## config.mk

```make
export PLATFORM = sky130hd
export DESIGN_NAME = frame_dma
export DESIGN_NICKNAME = d
export VERILOG_FILES = /design/src/rtl/frame_dma_pkg.sv /design/src/rtl/frame_dma_chan.sv /design/src/rtl/frame_dma_arb.sv /design/src/rtl/frame_dma.sv
export SDC_FILE = /design/constraint.sdc
export NUM_CORES = 1
export LEC_CHECK = 0
export ABC_AREA = 1
export BUFFER_PORTS_ARGS = -buffer_cell sky130_fd_sc_hd__buf_2
export CAP_MARGIN = 20
export CORE_MARGIN = 2
export CORE_UTILIZATION = 56
export CTS_CLUSTER_SIZE = 14
export DETAILED_ROUTE_END_ITERATION = 6
export PLACE_DENSITY = 0.87
export SYNTH_ARGS = -nofsm -noshare
export SYNTH_HDL_FRONTEND = slang
export SYNTH_SLANG_ARGS = --single-unit
```

## constraint.sdc

```tcl
create_clock -name clk -period 2.05 [get_ports clk]
set_clock_uncertainty 0.05 [all_clocks]
set_input_delay 0.205 -clock clk [delete_from_list [all_inputs] [get_ports clk]]
set_output_delay 0.205 -clock clk [all_outputs]
set_load 0.005 [all_outputs]
```

## src/rtl/frame_dma_pkg.sv

```systemverilog
package frame_dma_pkg;

    localparam int ADDR_W    = 16;
    localparam int DATA_W    = 16;
    localparam int CNT_W     = 12;
    localparam int NCH       = 2;
    localparam int CH_W      = (NCH > 1) ? $clog2(NCH) : 1;
    localparam int ADDR_STEP = DATA_W / 8;
    localparam int RX_CH     = 0;
    localparam int TX_CH     = 1;

    localparam int CTRL_EN_BIT  = 0;
    localparam int CTRL_CLR_BIT = 1;

    typedef enum logic [1:0] {
        FLD_ADDR  = 2'd0,
        FLD_COUNT = 2'd1,
        FLD_CTRL  = 2'd2
    } cfg_field_e;

    typedef struct packed {
        logic              en;
        logic              done;
        logic [ADDR_W-1:0] addr;
        logic [CNT_W-1:0]  cnt;
    } chan_state_t;

    function automatic logic [ADDR_W-1:0] step_addr(input logic [ADDR_W-1:0] a);
        return a + ADDR_W'(ADDR_STEP);
    endfunction

endpackage

```

## src/rtl/frame_dma_chan.sv

```systemverilog
module frame_dma_chan
    import frame_dma_pkg::*;
#(
    parameter bit TERM_EN = 1'b0
) (
    input  logic              clk,
    input  logic              rst,
    input  logic              wr_en,
    input  logic [1:0]        field,
    input  logic [ADDR_W-1:0] wdata,
    input  logic              xfer,
    input  logic              term,
    output chan_state_t       st
);

    chan_state_t nxt;
    logic        last_word;
    logic        cfg_ok;

    assign last_word = (st.cnt == CNT_W'(1)) || (TERM_EN && term);
    assign cfg_ok    = wr_en && !st.en;

    always_comb begin
        nxt = st;
        if (xfer) begin
            nxt.addr = step_addr(st.addr);
            nxt.cnt  = st.cnt - CNT_W'(1);
            if (last_word) begin
                nxt.en   = 1'b0;
                nxt.done = 1'b1;
            end
        end else if (cfg_ok) begin
            case (cfg_field_e'(field))
                FLD_ADDR:  nxt.addr = wdata;
                FLD_COUNT: nxt.cnt  = wdata[CNT_W-1:0];
                FLD_CTRL: begin
                    if (wdata[CTRL_CLR_BIT]) nxt.done = 1'b0;
                    if (wdata[CTRL_EN_BIT]) begin
                        if (st.cnt == '0) nxt.done = 1'b1;
                        else              nxt.en   = 1'b1;
                    end
                end
                default: ;
            endcase
        end
    end

    always_ff @(posedge clk) begin
        if (rst) st <= '0;
        else     st <= nxt;
    end


    addr_step_chk: assert property (@(posedge clk) disable iff (rst)
        xfer |=> (st.addr == $past(st.addr) + ADDR_W'(ADDR_STEP)) &&
                 (st.cnt == $past(st.cnt) - CNT_W'(1)));


    xfer_enabled_chk: assert property (@(posedge clk) disable iff (rst)
        xfer |-> st.en);


    hold_chk: assert property (@(posedge clk) disable iff (rst)
        (!xfer && !wr_en) |=> $stable(st.addr) && $stable(st.cnt) && $stable(st.en));


    done_sticky_chk: assert property (@(posedge clk) disable iff (rst)
        (st.done && !(cfg_ok && field == FLD_CTRL && wdata[CTRL_CLR_BIT])) |=> st.done);


    zero_start_chk: assert property (@(posedge clk) disable iff (rst)
        (cfg_ok && field == FLD_CTRL && wdata[CTRL_EN_BIT] && st.cnt == '0)
        |=> (st.done && !st.en));

endmodule

```

## src/rtl/frame_dma_arb.sv

```systemverilog
module frame_dma_arb
    import frame_dma_pkg::*;
(
    input  logic            clk,
    input  logic            rst,
    input  logic [NCH-1:0]  elig,
    input  logic            ack,
    output logic            busy,
    output logic [CH_W-1:0] cur,
    output logic [NCH-1:0]  fire
);

    logic [CH_W-1:0] pick;

    always_comb begin
        pick = '0;
        for (int i = NCH - 1; i >= 0; i--) begin
            if (elig[i]) pick = CH_W'(i);
        end
    end

    always_comb begin
        for (int i = 0; i < NCH; i++) begin
            fire[i] = busy && ack && (cur == CH_W'(i));
        end
    end

    always_ff @(posedge clk) begin
        if (rst) begin
            busy <= 1'b0;
            cur  <= '0;
        end else if (busy && ack) begin
            busy <= 1'b0;
        end else if (!busy && |elig) begin
            busy <= 1'b1;
            cur  <= pick;
        end
    end


    req_hold_chk: assert property (@(posedge clk) disable iff (rst)
        (busy && !ack) |=> (busy && $stable(cur)));


    rx_first_chk: assert property (@(posedge clk) disable iff (rst)
        (!busy && elig[RX_CH]) |=> (busy && cur == CH_W'(RX_CH)));


    no_req_idle_chk: assert property (@(posedge clk) disable iff (rst)
        (!busy && elig == '0) |=> !busy);

endmodule

```

## src/rtl/frame_dma.sv

```systemverilog
module frame_dma
    import frame_dma_pkg::*;
(
    input  logic              clk,
    input  logic              rst,
    input  logic              cfg_we,
    input  logic              cfg_ch,
    input  logic [1:0]        cfg_field,
    input  logic [ADDR_W-1:0] cfg_wdata,
    input  logic              req_rx,
    input  logic              req_tx,
    input  logic              rx_term,
    output logic              mem_req,
    input  logic              mem_ack,
    output logic              mem_wr,
    output logic [ADDR_W-1:0] mem_addr,
    output logic [DATA_W-1:0] mem_wdata,
    input  logic [DATA_W-1:0] mem_rdata,
    output logic              fifo_rd,
    input  logic [DATA_W-1:0] fifo_rdata,
    output logic              fifo_wr,
    output logic [DATA_W-1:0] fifo_wdata,
    output logic              fifo_eof,
    input  logic              sw_store,
    input  logic [DATA_W-1:0] sw_data,
    output logic              irq_rx,
    output logic              irq_tx,
    output logic [CNT_W-1:0]  rx_left,
    output logic [CNT_W-1:0]  tx_left
);

    chan_state_t     st [NCH];
    logic [NCH-1:0]  req_vec;
    logic [NCH-1:0]  elig;
    logic [NCH-1:0]  fire;
    logic            busy;
    logic [CH_W-1:0] cur;
    logic            sw_ok;

    assign req_vec[RX_CH] = req_rx;
    assign req_vec[TX_CH] = req_tx;

    for (genvar c = 0; c < NCH; c++) begin : g_ch
        logic ch_term;
        if (c == RX_CH) begin : g_term
            assign ch_term = rx_term;
        end else begin : g_noterm
            assign ch_term = 1'b0;
        end

        assign elig[c] = st[c].en && req_vec[c];

        frame_dma_chan #(.TERM_EN(c == RX_CH)) u_chan (
            .clk   (clk),
            .rst   (rst),
            .wr_en (cfg_we && (CH_W'(cfg_ch) == CH_W'(c))),
            .field (cfg_field),
            .wdata (cfg_wdata),
            .xfer  (fire[c]),
            .term  (ch_term),
            .st    (st[c])
        );
    end

    frame_dma_arb u_arb (
        .clk  (clk),
        .rst  (rst),
        .elig (elig),
        .ack  (mem_ack),
        .busy (busy),
        .cur  (cur),
        .fire (fire)
    );

    assign mem_req   = busy;
    assign mem_wr    = (cur == CH_W'(RX_CH));
    assign mem_addr  = st[cur].addr;
    assign mem_wdata = fifo_rdata;
    assign fifo_rd   = fire[RX_CH];

    assign sw_ok      = sw_store && !st[TX_CH].en;
    assign fifo_wr    = fire[TX_CH] || sw_ok;
    assign fifo_wdata = sw_ok ? sw_data : mem_rdata;
    assign fifo_eof   = sw_ok;

    assign irq_rx  = st[RX_CH].done;
    assign irq_tx  = st[TX_CH].done;
    assign rx_left = st[RX_CH].cnt;
    assign tx_left = st[TX_CH].cnt;


    store_blocked_chk: assert property (@(posedge clk) disable iff (rst)
        fire[TX_CH] |-> !fifo_eof);


    rx_pop_chk: assert property (@(posedge clk) disable iff (rst)
        fifo_rd |-> (mem_req && mem_wr));

endmodule

```

==> results.txt, run 1 <==
* Outcome: finished, final reports clean
- The tightest min-delay check is of the in -> reg type.
* Net count, final: 934
* Number of warning messages in the yosys log: 0
- Number of cell rows: 33
- M1 wire length: 5.421 mm
* Leakage power figure: 2.615 nW
- After clock tree synthesis, the clock-pin slew on the worst setup and hold paths is 0.07 ns.
* Floorplan die width: 95.79 um
* Final setup violating endpoints: 0
- STA puts the critical path data required time at 1.79 ns.
* Fin. Hold Viols: 0
* Kind of end point of the critical path: output port
- DRC viols: 0
- For this run, the total global-route usage over all layers was measured as 28.32%.
- Async set-reset flop share out of synthesis: 0%
- After technology mapping, the gate count stands at 776.
- The final max-slew violation count is 0.
- The post-route netlist has 20.30% of its cells at a drive strength greater than 1.
* Setup repair after global routing missed its margin: no
- Number of max-cap violations: 0
* Wire length of the first global-routing pass: 20.74 mm
* Tightest slew margin relative to the limit: 62.94%
- Post-synth top flop: dfxtp_1
- CP Class: reg -> out
- The core region is 0.008175 mm^2.
- Crit path arrival time: 1.59 ns
- Layout overhead on the synthesized area: 10.87%
- Count of flip-flops with a built-in enable after synthesis: 0
- HPWL Detailed: 9.368 mm
* Number of hold buffers added after cts: 0
* Starting density of the core: 57.71%
* Vias after detailed routing: 5039
- Final RePlAce weighted congestion: 0.9430
- After detailed routing, the met2 layer carries 5.842 mm of wire.
- For this design the ratio of total power to cell area is 519.0 mW/mm^2.
- For this run the aggregate overflow at the end of global routing stands at 0.
- Post-synthesis instance area: 0.004718 mm^2
* Most common library cell in the layout ignoring fill and taps: nand2_1
* Number of flip-flops and latches in the synthesized netlist: 62
* Largest driver fanout on the critical path: 17
- After layout, the minimum clock period comes to 1.850 ns.
- Tightest hold margin: 0.1199 ns
- Clock sink count: 62
- Highest routing layer actually used: met4
* Die footprint: 0.009176 mm^2
* VDD IR max: 0.0003722 V
- The detail route stage leaves a number of antenna-violating nets equal to 0.
* Count of fill cells added during filler insertion: 787
- I/O pin count: 154
- Entering global routing, the biggest net connects 48 pins.
* Initial antenna violation count: 0
- For the pin with the worst max-slew slack, the measured transition is 0.5559 ns.
- Setup TNS: 0 ns
- Net count after synthesis: 857
- The number of setup buffers added after CTS is 0.
- Startpoint kind of the worst setup timing path: flop
- Routed WL: 12.47 mm
- The die is 95.79 um tall.
- Resized Gates After CTS: 0
- The via count of the first global-routing pass was 4582.
- Mean instance size in the synthesized netlist: 6.080 um^2
- Number of detailed-route iterations in the first pass: 5
* Number of design-rule violations left by the first detailed-router iteration: 262
- TritonCTS built the clock tree.
- In the detailed route, the total length drawn on met3 is 938 um.
- Input and output buffers added on the ports amount to 121.
- Maximum clock frequency: 540.6 MHz
- After synthesis, flip-flops and latches occupy 26.31% of the total area.
- Clock latency of the later-clocked register in the worst-skew pair: 0.35 ns
* Total inserted antenna cells: 0
* Fraction of the cycle the final worst path needs: 90.23%
- No sink is reached through more buffers than the 2 on the longest clock path.
- Commonest cells after routing, fill and taps aside: 247 x nand2_1, 121 x buf_2, 96 x inv_1
* Count of distinct cell types in the synthesized netlist: 41
- After detailed routing, the average wire length per cell comes to 12.97 um.
- Clk root buf: clkbuf_8
- Clock tree synthesis inserted a total of 9 buffers.
- In this run the number of H-tree levels came out at 3.
- Number of vias per cell after detailed routing: 5.238
-- worst max-delay path: stages, from the launching register on --
cell and delay (ns):
dfxtp_1 0.35, inv_1 0.08, nand2_1 0.08, clkinv_1 0.36, nand2_1 0.17, nand2_1 0.07
buf_2 0.13
-- worst paths after layout --
path / startpoint / end / slack, ns / cells after the start
worst max-delay path: g_ch[1].u_chan.st[29] / fifo_wdata[13] / 0.20 / 6
worst min-delay path: cfg_wdata[10] / g_ch[1].u_chan.st[22] / 0.12 / 3
worst max register to register: u_arb.cur / g_ch[1].u_chan.st[21] / 0.30 / 9
worst min register to register: g_ch[0].u_chan.st[28] / g_ch[0].u_chan.st[28] / 0.42 / 2
-- power breakdown --
part           internal (mW)  total [mW]  leakage (nW)  switching (mW)
clock                  0.491       0.991        0.0910           0.500
sequential              1.23        1.27         0.502          0.0338
combinational          0.176       0.455          2.02           0.279
-- synth_stat cells, types with 7 or more instances --
library cell	count	share of area [%]
a31oi_1	15	2.0
a21oi_1	37	3.9
o21ai_1	15	1.6
nand2_1	247	20
clkbuf_1	9	0.72
nor2_2	9	1.2
buf_4	41	6.5
nand3_1	64	6.8
inv_1	96	7.6
dfxtp_1	62	26
nand4_1	8	1.1
buf_6	7	1.7
nor3_1	7	0.74
o21ai_0	36	3.8
nor2_1	66	5.3
-- sequential cells by signal, indices dropped and copies added (netlist names) --
register,cells
g_ch.u_chan.st,60
u_arb.cur,1
u_arb.busy,1
-- cell families (layout without fill, tap and decap cells) --
kind of cell               count (synthesis)  count (layout)  share of synthesized area [%]
buffers and inverters                    164             245                          17.71
xor gates and xnor gates                   8               8                          1.485
AOI/OAI and AO/OA                        115             115                          13.42
DFF                                       62              62                          26.31
adders and majority gates                  6               6                          1.591
and+or+nand+nor                          421             421                          39.49
-- through the flow --
stage	power, mW	worst slack (ns)	instances	area [um^2]	util, %
6_report	2.715	0.2003	962	5231	63.99
3_3_place_gp	1.737	0.3822	947	5057	61.86
3_5_place_dp	1.745	0.3556	947	5057	61.86
2_1_floorplan	1.600	0.6853	776	4718	-
5_1_grt	2.841	0.01510	962	5231	63.99
4_1_cts	2.716	0.1937	962	5231	63.99
-- layout make-up --
type | instances | area (um^2) | area share, %
Tap cell | 105 | 131.4 | 2.511
Multi-Input combinational cell | 550 | 2641 | 50.49
Sequential cell | 62 | 1241 | 23.73
Clock inverter | 4 | 22.52 | 0.4305
Clock buffer | 11 | 151.4 | 2.894
Timing Repair Buffer | 126 | 643.1 | 12.29
Inverter | 104 | 400.4 | 7.654
-- metal layers --
layer,vias to the layer above,GRT usage [%]
li1,2568,-
met4,0,10.71
met1,2243,37.51
met2,200,47.20
met3,28,3.289
met5,-,0
Power figures use the tool's default switching activity.
==> inputs of run 2 (changes only) <==
==> constraint.sdc (replaced) <==
create_clock -name clk -period 2.15 [get_ports clk]
set_clock_uncertainty 0.05 [all_clocks]
set_input_delay 0.215 -clock clk [delete_from_list [all_inputs] [get_ports clk]]
set_output_delay 0.215 -clock clk [all_outputs]
set_load 0.005 [all_outputs]
==> results.txt, run 2 (synthesized netlist as in run 1, its figures left out) <==
- Static timing analysis puts the maximum clock frequency at 545.2 MHz.
- Vias after detailed routing: 5140 (+2.0%)
- Number of design-rule violations left by the first detailed-router iteration: 307 (+17%)
* Leakage power figure: 2.640 nW (+0.95%)
* CP bufs+invs: 2 (-1)
* Global routing usage on met3: 3.994% (+0.70 points)
- Starting density of the core: 57.71% (unchanged)
* Setup TNS: 0 ns (unchanged)
* Fraction of final layout cells sized beyond drive strength 1: 20.26% (-0.047 points)
- Most common library cell in the layout ignoring fill and taps: nand2_1
* Cell chain of the critical path: nand2_4 -> nor2_8 -> buf_4 -> buf_2
* Share of the core filled with cells in the final layout: 64.59% (+0.60 points)
- Number of cell rows: 33 (unchanged)
- Routed WL: 12.50 mm (+0.18%)
- Clock buffers created by TritonCTS: 9 (unchanged)
- The via count of the first global-routing pass was 4721 (+3.0%).
- Tightest hold margin: 0.1479 ns (+0.02796 ns)
* Pwr dens: 530.7 mW/mm^2 (+2.3%)
* Startpoint kind of the worst setup timing path: flop
- The critical-path maximum fanout was 27 (+10).
- In the layout the commonest cells are 247 x nand2_1, 121 x buf_2, 96 x inv_1.
- The number of gates resized after CTS came to 0 (unchanged).
* Final instance area: 0.005280 mm^2 (+0.93%)
- The maximum resistive drop on vdd came to 0.0003488 V (-6.3%).
- Worst-case clock buffer depth: 2 (unchanged)
- The number of port buffers came to 121 (unchanged).
- Final critical delay including setup and external delays: 1.834 ns
- Number of vias per cell after detailed routing: 5.332 (+1.8%)
* Number of hold buffers added after cts: 0 (unchanged)
* Global-route total usage across every layer: 28.30% (about the same)
- Clock transition at path regs: 0.07 ns (about the same)
- Die footprint: 0.009176 mm^2 (unchanged)
- The met1 track demand over resource in global routing is 36.32% (-1.2 points).
- Tightest slew margin relative to the limit: 64.18% (+1.2 points)
- The height of the die is 95.79 um (unchanged).
- The global-route congestion overflow total came to 0 (unchanged).
- The DRC violation count after routing came to 0 (unchanged).
- TritonCTS built the clock tree.
- The top-level I/O count is 154 (unchanged).
* Number of flip-flops in the largest register: 60 (unchanged)
* Top reg by flops: g_ch.u_chan.st
- Required arrival time at the worst endpoint: 1.88 ns (+0.09 ns)
- Htree depth: 3 (unchanged)
* Clock latency of the later-clocked register in the worst-skew pair: 0.34 ns (about the same)
- Post-CTS setup repair buffer count: 0 (unchanged)
* Number of nets with antenna violations after routing: 0 (unchanged)
- Initial antenna violation count: 0 (unchanged)
- The placeable core region came to 0.008175 mm^2 (unchanged).
- The number of endpoints with negative hold slack in the final report is 0 (unchanged).
* Layout overhead on the synthesized area: 11.91%
- The global-route met2 utilization is 47.38% (+0.17 points).
* Floorplan die width: 95.79 um (unchanged)
- The critical path is of the reg -> out type.
* Setup repair after global routing missed its margin: no
- HPWL Detailed: 9.200 mm (-1.8%)
- The number of detailed-routing iterations run before antenna repair came to 5 (unchanged).
- Net count, final: 935 (+0.11%)
- Wire length of the first global-routing pass: 20.78 mm (+0.20%)
- The largest individual stage delay along the critical path comes from the cell dfxtp_1.
- The cell area reported after detailed placement is 0.005065 mm^2 (+0.15%).
- The min-delay analysis places its worst path in the category in -> reg.
- Worst slack at placement: 0.5012 ns (+0.1456 ns)
- Crit path arrival time: 1.57 ns (-0.02 ns)
* Kind of end point of the critical path: output port
* Pin count of the biggest net entering global routing: 48 (unchanged)
* Total inserted antenna cells: 0 (unchanged)
- The worst setup slack after layout came to 0.3159 ns (+0.1155 ns).
- Clock sink count: 62 (unchanged)
- The detail-routed net length per standard cell is 12.96 um (about the same).
* Kind of cell adding the most delay to the critical path: buffers and inverters
- Busiest layer in global routing: met2
- The final weighted congestion of routability-driven global placement is 0.9001 (-4.5%).
- Final Slew Violations: 0 (unchanged)
- Clk root buf: clkbuf_8
- Fraction of the cycle the final worst path needs: 85.31%
- Crit path largest cell delay: 0.43 ns (+0.07 ns)
* Registers with the highest flip-flop counts: g_ch.u_chan.st: 60 flops, u_arb.busy: 1 flops, u_arb.cur: 1 flops
- The actual slew at the worst max-slew pin came to 0.5374 ns (-0.01859 ns).
- Number of max-cap violations: 0 (unchanged)
- The run finished with clean final reports.
- The final setup violation count is 0 (unchanged).
==> run 2: final cells by class <==
class                           count  area (um^2)
Fill cell                         788         2895
Multi-Input combinational cell    550         2641
Sequential cell                    62         1241
Timing Repair Buffer              127        650.6
Inverter                          104        400.4
Clock buffer                       12        145.1
Tap cell                          105        131.4
Clock inverter                      4        70.07
==> run 2: tightest hold or removal path, delay by kind of cell <==
kind            cells  cell delay (ns)
compound gates      1             0.07
buf+inv             1             0.13
simple gates        1             0.07
==> run 2: per-layer routing <==
layer  up-vias  share of wire (%)
met1      2278                 43
met5         -                  0
met3        44                7.5
met2       243                 46
met4         0                2.8
li1       2575                  -
==> run 2: power by group <==
| group | total, mW | internal, mW | switching [mW] |
|---|---|---|---|
| clock network | 1.16 | 0.682 | 0.478 |
| registers | 1.21 | 1.18 | 0.0318 |
| logic | 0.433 | 0.167 | 0.266 |
==> run 2: per-stage QoR <==
step / std cells / power [mW]
detailed placement: 948 / 1.661
finish: 964 / 2.802
global route: 964 / 2.912
floorplan: 776 / 1.526
global placement: 948 / 1.655
CTS: 964 / 2.797
==> run 2: worst paths after layout <==
check	startpoint	endpoint	slack, ns	cells past startpoint
min reg2reg	g_ch[0].u_chan.st[28]	g_ch[0].u_chan.st[28]	0.42	2
min	cfg_wdata[8]	g_ch[1].u_chan.st[20]	0.15	3
max reg2reg	u_arb.cur	g_ch[1].u_chan.st[21]	0.44	9
max	u_arb.busy	fifo_rd	0.32	4
==> inputs of run 3 (changes only) <==
--- a/config.mk
+++ b/config.mk
@@ -13,6 +13,7 @@
 export CTS_CLUSTER_SIZE = 14
 export DETAILED_ROUTE_END_ITERATION = 6
 export PLACE_DENSITY = 0.87
+export RECOVER_POWER = 25
 export SYNTH_ARGS = -nofsm -noshare
 export SYNTH_HDL_FRONTEND = slang
 export SYNTH_SLANG_ARGS = --single-unit
==> results.txt, run 3 (synthesized netlist as in run 1, its figures left out) <==
- Number of design-rule violations left by the first detailed-router iteration: 343 (+12%)
* Wire length of the first global-routing pass: 20.78 mm (unchanged)
* Kind of end point of the critical path: output port
- The placeable core region came to 0.008175 mm^2 (unchanged).
* Required arrival time at the worst endpoint: 1.88 ns (about the same)
* Int Power: 2.025 mW (about the same)
- The part of the total power dissipated in the clock network came to 41.4% (about the same).
- The number of diodes is 0 (unchanged).
- The clock sink count was 62 (unchanged).
- The largest net degree at the start of global routing was 48 (unchanged).
- Final Slew Violations: 0 (unchanged)
* Fin. Hold Viols: 0 (unchanged)
* Largest driver fanout on the critical path: 27 (unchanged)
* Tightest slew margin relative to the limit: 63.22% (-0.96 points)
* Starting density of the core: 57.71% (unchanged)
- Commonest cells after routing, fill and taps aside: 248 x nand2_1, 111 x buf_2, 96 x inv_1
* Routed WL: 12.53 mm (+0.28%)
* Number of vias per cell after detailed routing: 5.328 (about the same)
- The number of clock buffers inserted by TritonCTS is 9 (unchanged).
- Buffers added on ports: 121 (unchanged)
- The sequential fraction of design power is 43.2% (about the same).
- CP Class: reg -> out
* Outcome: finished, final reports clean
* Portion of total power attributed to combinational logic: 15.4% (about the same)
- HPWL Detailed: 9.200 mm (unchanged)
- Tightest hold margin: 0.1472 ns (-0.0006790 ns)
* Global-route total usage across every layer: 28.30% (unchanged)
* Slew of the pin with the lowest slew margin: 0.5511 ns (+0.01376 ns)
* DRC viols: 0 (unchanged)
- The final standard cell utilization of the core is 64.34% (-0.24 points).
- Initial antenna violation count: 0 (unchanged)
* Fraction of final layout cells sized beyond drive strength 1: 18.98% (-1.3 points)
* Startpoint kind of the worst setup timing path: flop
- Most common library cell in the layout ignoring fill and taps: nand2_1
- The final period utilization was 92.98% (+7.7 points).
* Number of hold buffers added after cts: 0 (unchanged)
- The width of the chip came to 95.79 um (unchanged).
- The maximum resistive drop on vdd was 0.0003479 V (-0.27%).
* Layout overhead on the synthesized area: 11.48%
* Clk root buf: clkbuf_8
- The path class of the tightest hold or removal check is in -> reg.
* Die Span Y: 95.79 um (unchanged)
- The overall die area is 0.009176 mm^2 (unchanged).
- Net count, final: 935 (unchanged)
- Switching part of the total: 27.68% (about the same)
* Final setup violating endpoints: 0 (unchanged)
- Final RePlAce weighted congestion: 0.9001 (unchanged)
- The net switching power figure is 0.7750 mW (about the same).
- Clock latency of the later-clocked register in the worst-skew pair: 0.34 ns (about the same)
- The overall via count from detail_route was 5136 (-0.078%).
- The number of flip-flops in the largest register is 60 (unchanged).
- The total design power came to 2.800 mW (about the same).
- Leakage power figure: 2.588 nW (-2.0%)
- The total number of placement rows came to 33 (unchanged).
- The power per standard cell area is 532.4 mW/mm^2 (+0.32%).
* Clock transition at path regs: 0.07 ns (about the same)
* Worst-case clock buffer depth: 2 (unchanged)
- Htree depth: 3 (unchanged)
* Number of max-cap violations: 0 (unchanged)
- Ranked by flip-flop count, first place goes to g_ch.u_chan.st.
* Cell area after placement: 0.005065 mm^2 (unchanged)
* Setup TNS: 0 ns (unchanged)
* Routed WL per cell: 13.00 um (+0.28%)
- CTS tree: built
* Final critical delay including setup and external delays: 1.999 ns (+0.1649 ns)
- The peak clock frequency supported by timing came to 500.2 MHz (-8.3%).
- Crit path arrival time: 1.73 ns (+0.16 ns)
* Number of detailed-route iterations in the first pass: 5 (unchanged)
- The global-route congestion overflow total is 0 (unchanged).
- I/O pin count: 154 (unchanged)
- Final instance area: 0.005260 mm^2 (-0.38%)
- Resized Gates After CTS: 0 (unchanged)
- The via count of the first global-routing pass is 4721 (unchanged).
- The total setup buffers inserted after CTS is 0 (unchanged).
* Number of nets with antenna violations after routing: 0 (unchanged)
- Registers with the highest flip-flop counts: g_ch.u_chan.st: 60 flops, u_arb.busy: 1 flops, u_arb.cur: 1 flops
- Setup repair after global routing missed its margin: no
run 3: critical path, stage by stage, from the launching register on:
cell and delay [ns]:
dfxtp_1 0.39, nand2_1 0.26, nor2_8 0.23, buf_4 0.32
buf_2 0.18
run 3: worst paths after layout:
kind	slack, ns	start	to	depth (start not counted)
hold reg to reg	0.42	g_ch[0].u_chan.st[28]	g_ch[0].u_chan.st[28]	2
setup reg to reg	0.33	u_arb.busy	g_ch[0].u_chan.st[8]	8
setup / recovery	0.15	u_arb.busy	fifo_rd	4
hold / removal	0.15	cfg_wdata[2]	g_ch[1].u_chan.st[14]	3
run 3: area by class of cell:
cell class,count,area (um^2)
Clock inverter,4,70.07
Multi-Input combinational cell,550,2634
Sequential cell,62,1241
Tap cell,105,131.4
Fill cell,790,2915
Clock buffer,12,145.1
Inverter,104,400.4
Timing Repair Buffer,127,638.1
run 3: per-layer routing:
layer / part of all wire (%) / global-route usage, %
met1: 44 / 36.32
met3: 7.5 / 3.994
met4: 2.8 / 12.14
met5: 0 / 0
met2: 46 / 47.38
run 3: metrics by stage:
step,instances,setup slack (ns)
floorplan,776,0.7853
global placement,948,0.5454
detailed placement,948,0.5012
finish,964,0.1509
CTS,964,0.3356
global route,964,0.07712
run 3: power by group through the flow:
stage	Sequential, mW	Combinational, mW	Clock, mW
floorplan	1.23	0.300	0
global placement	1.23	0.421	0
detailed placement	1.23	0.427	0
CTS	1.21	0.430	1.16
global route	1.21	0.487	1.21
finish	1.21	0.432	1.16
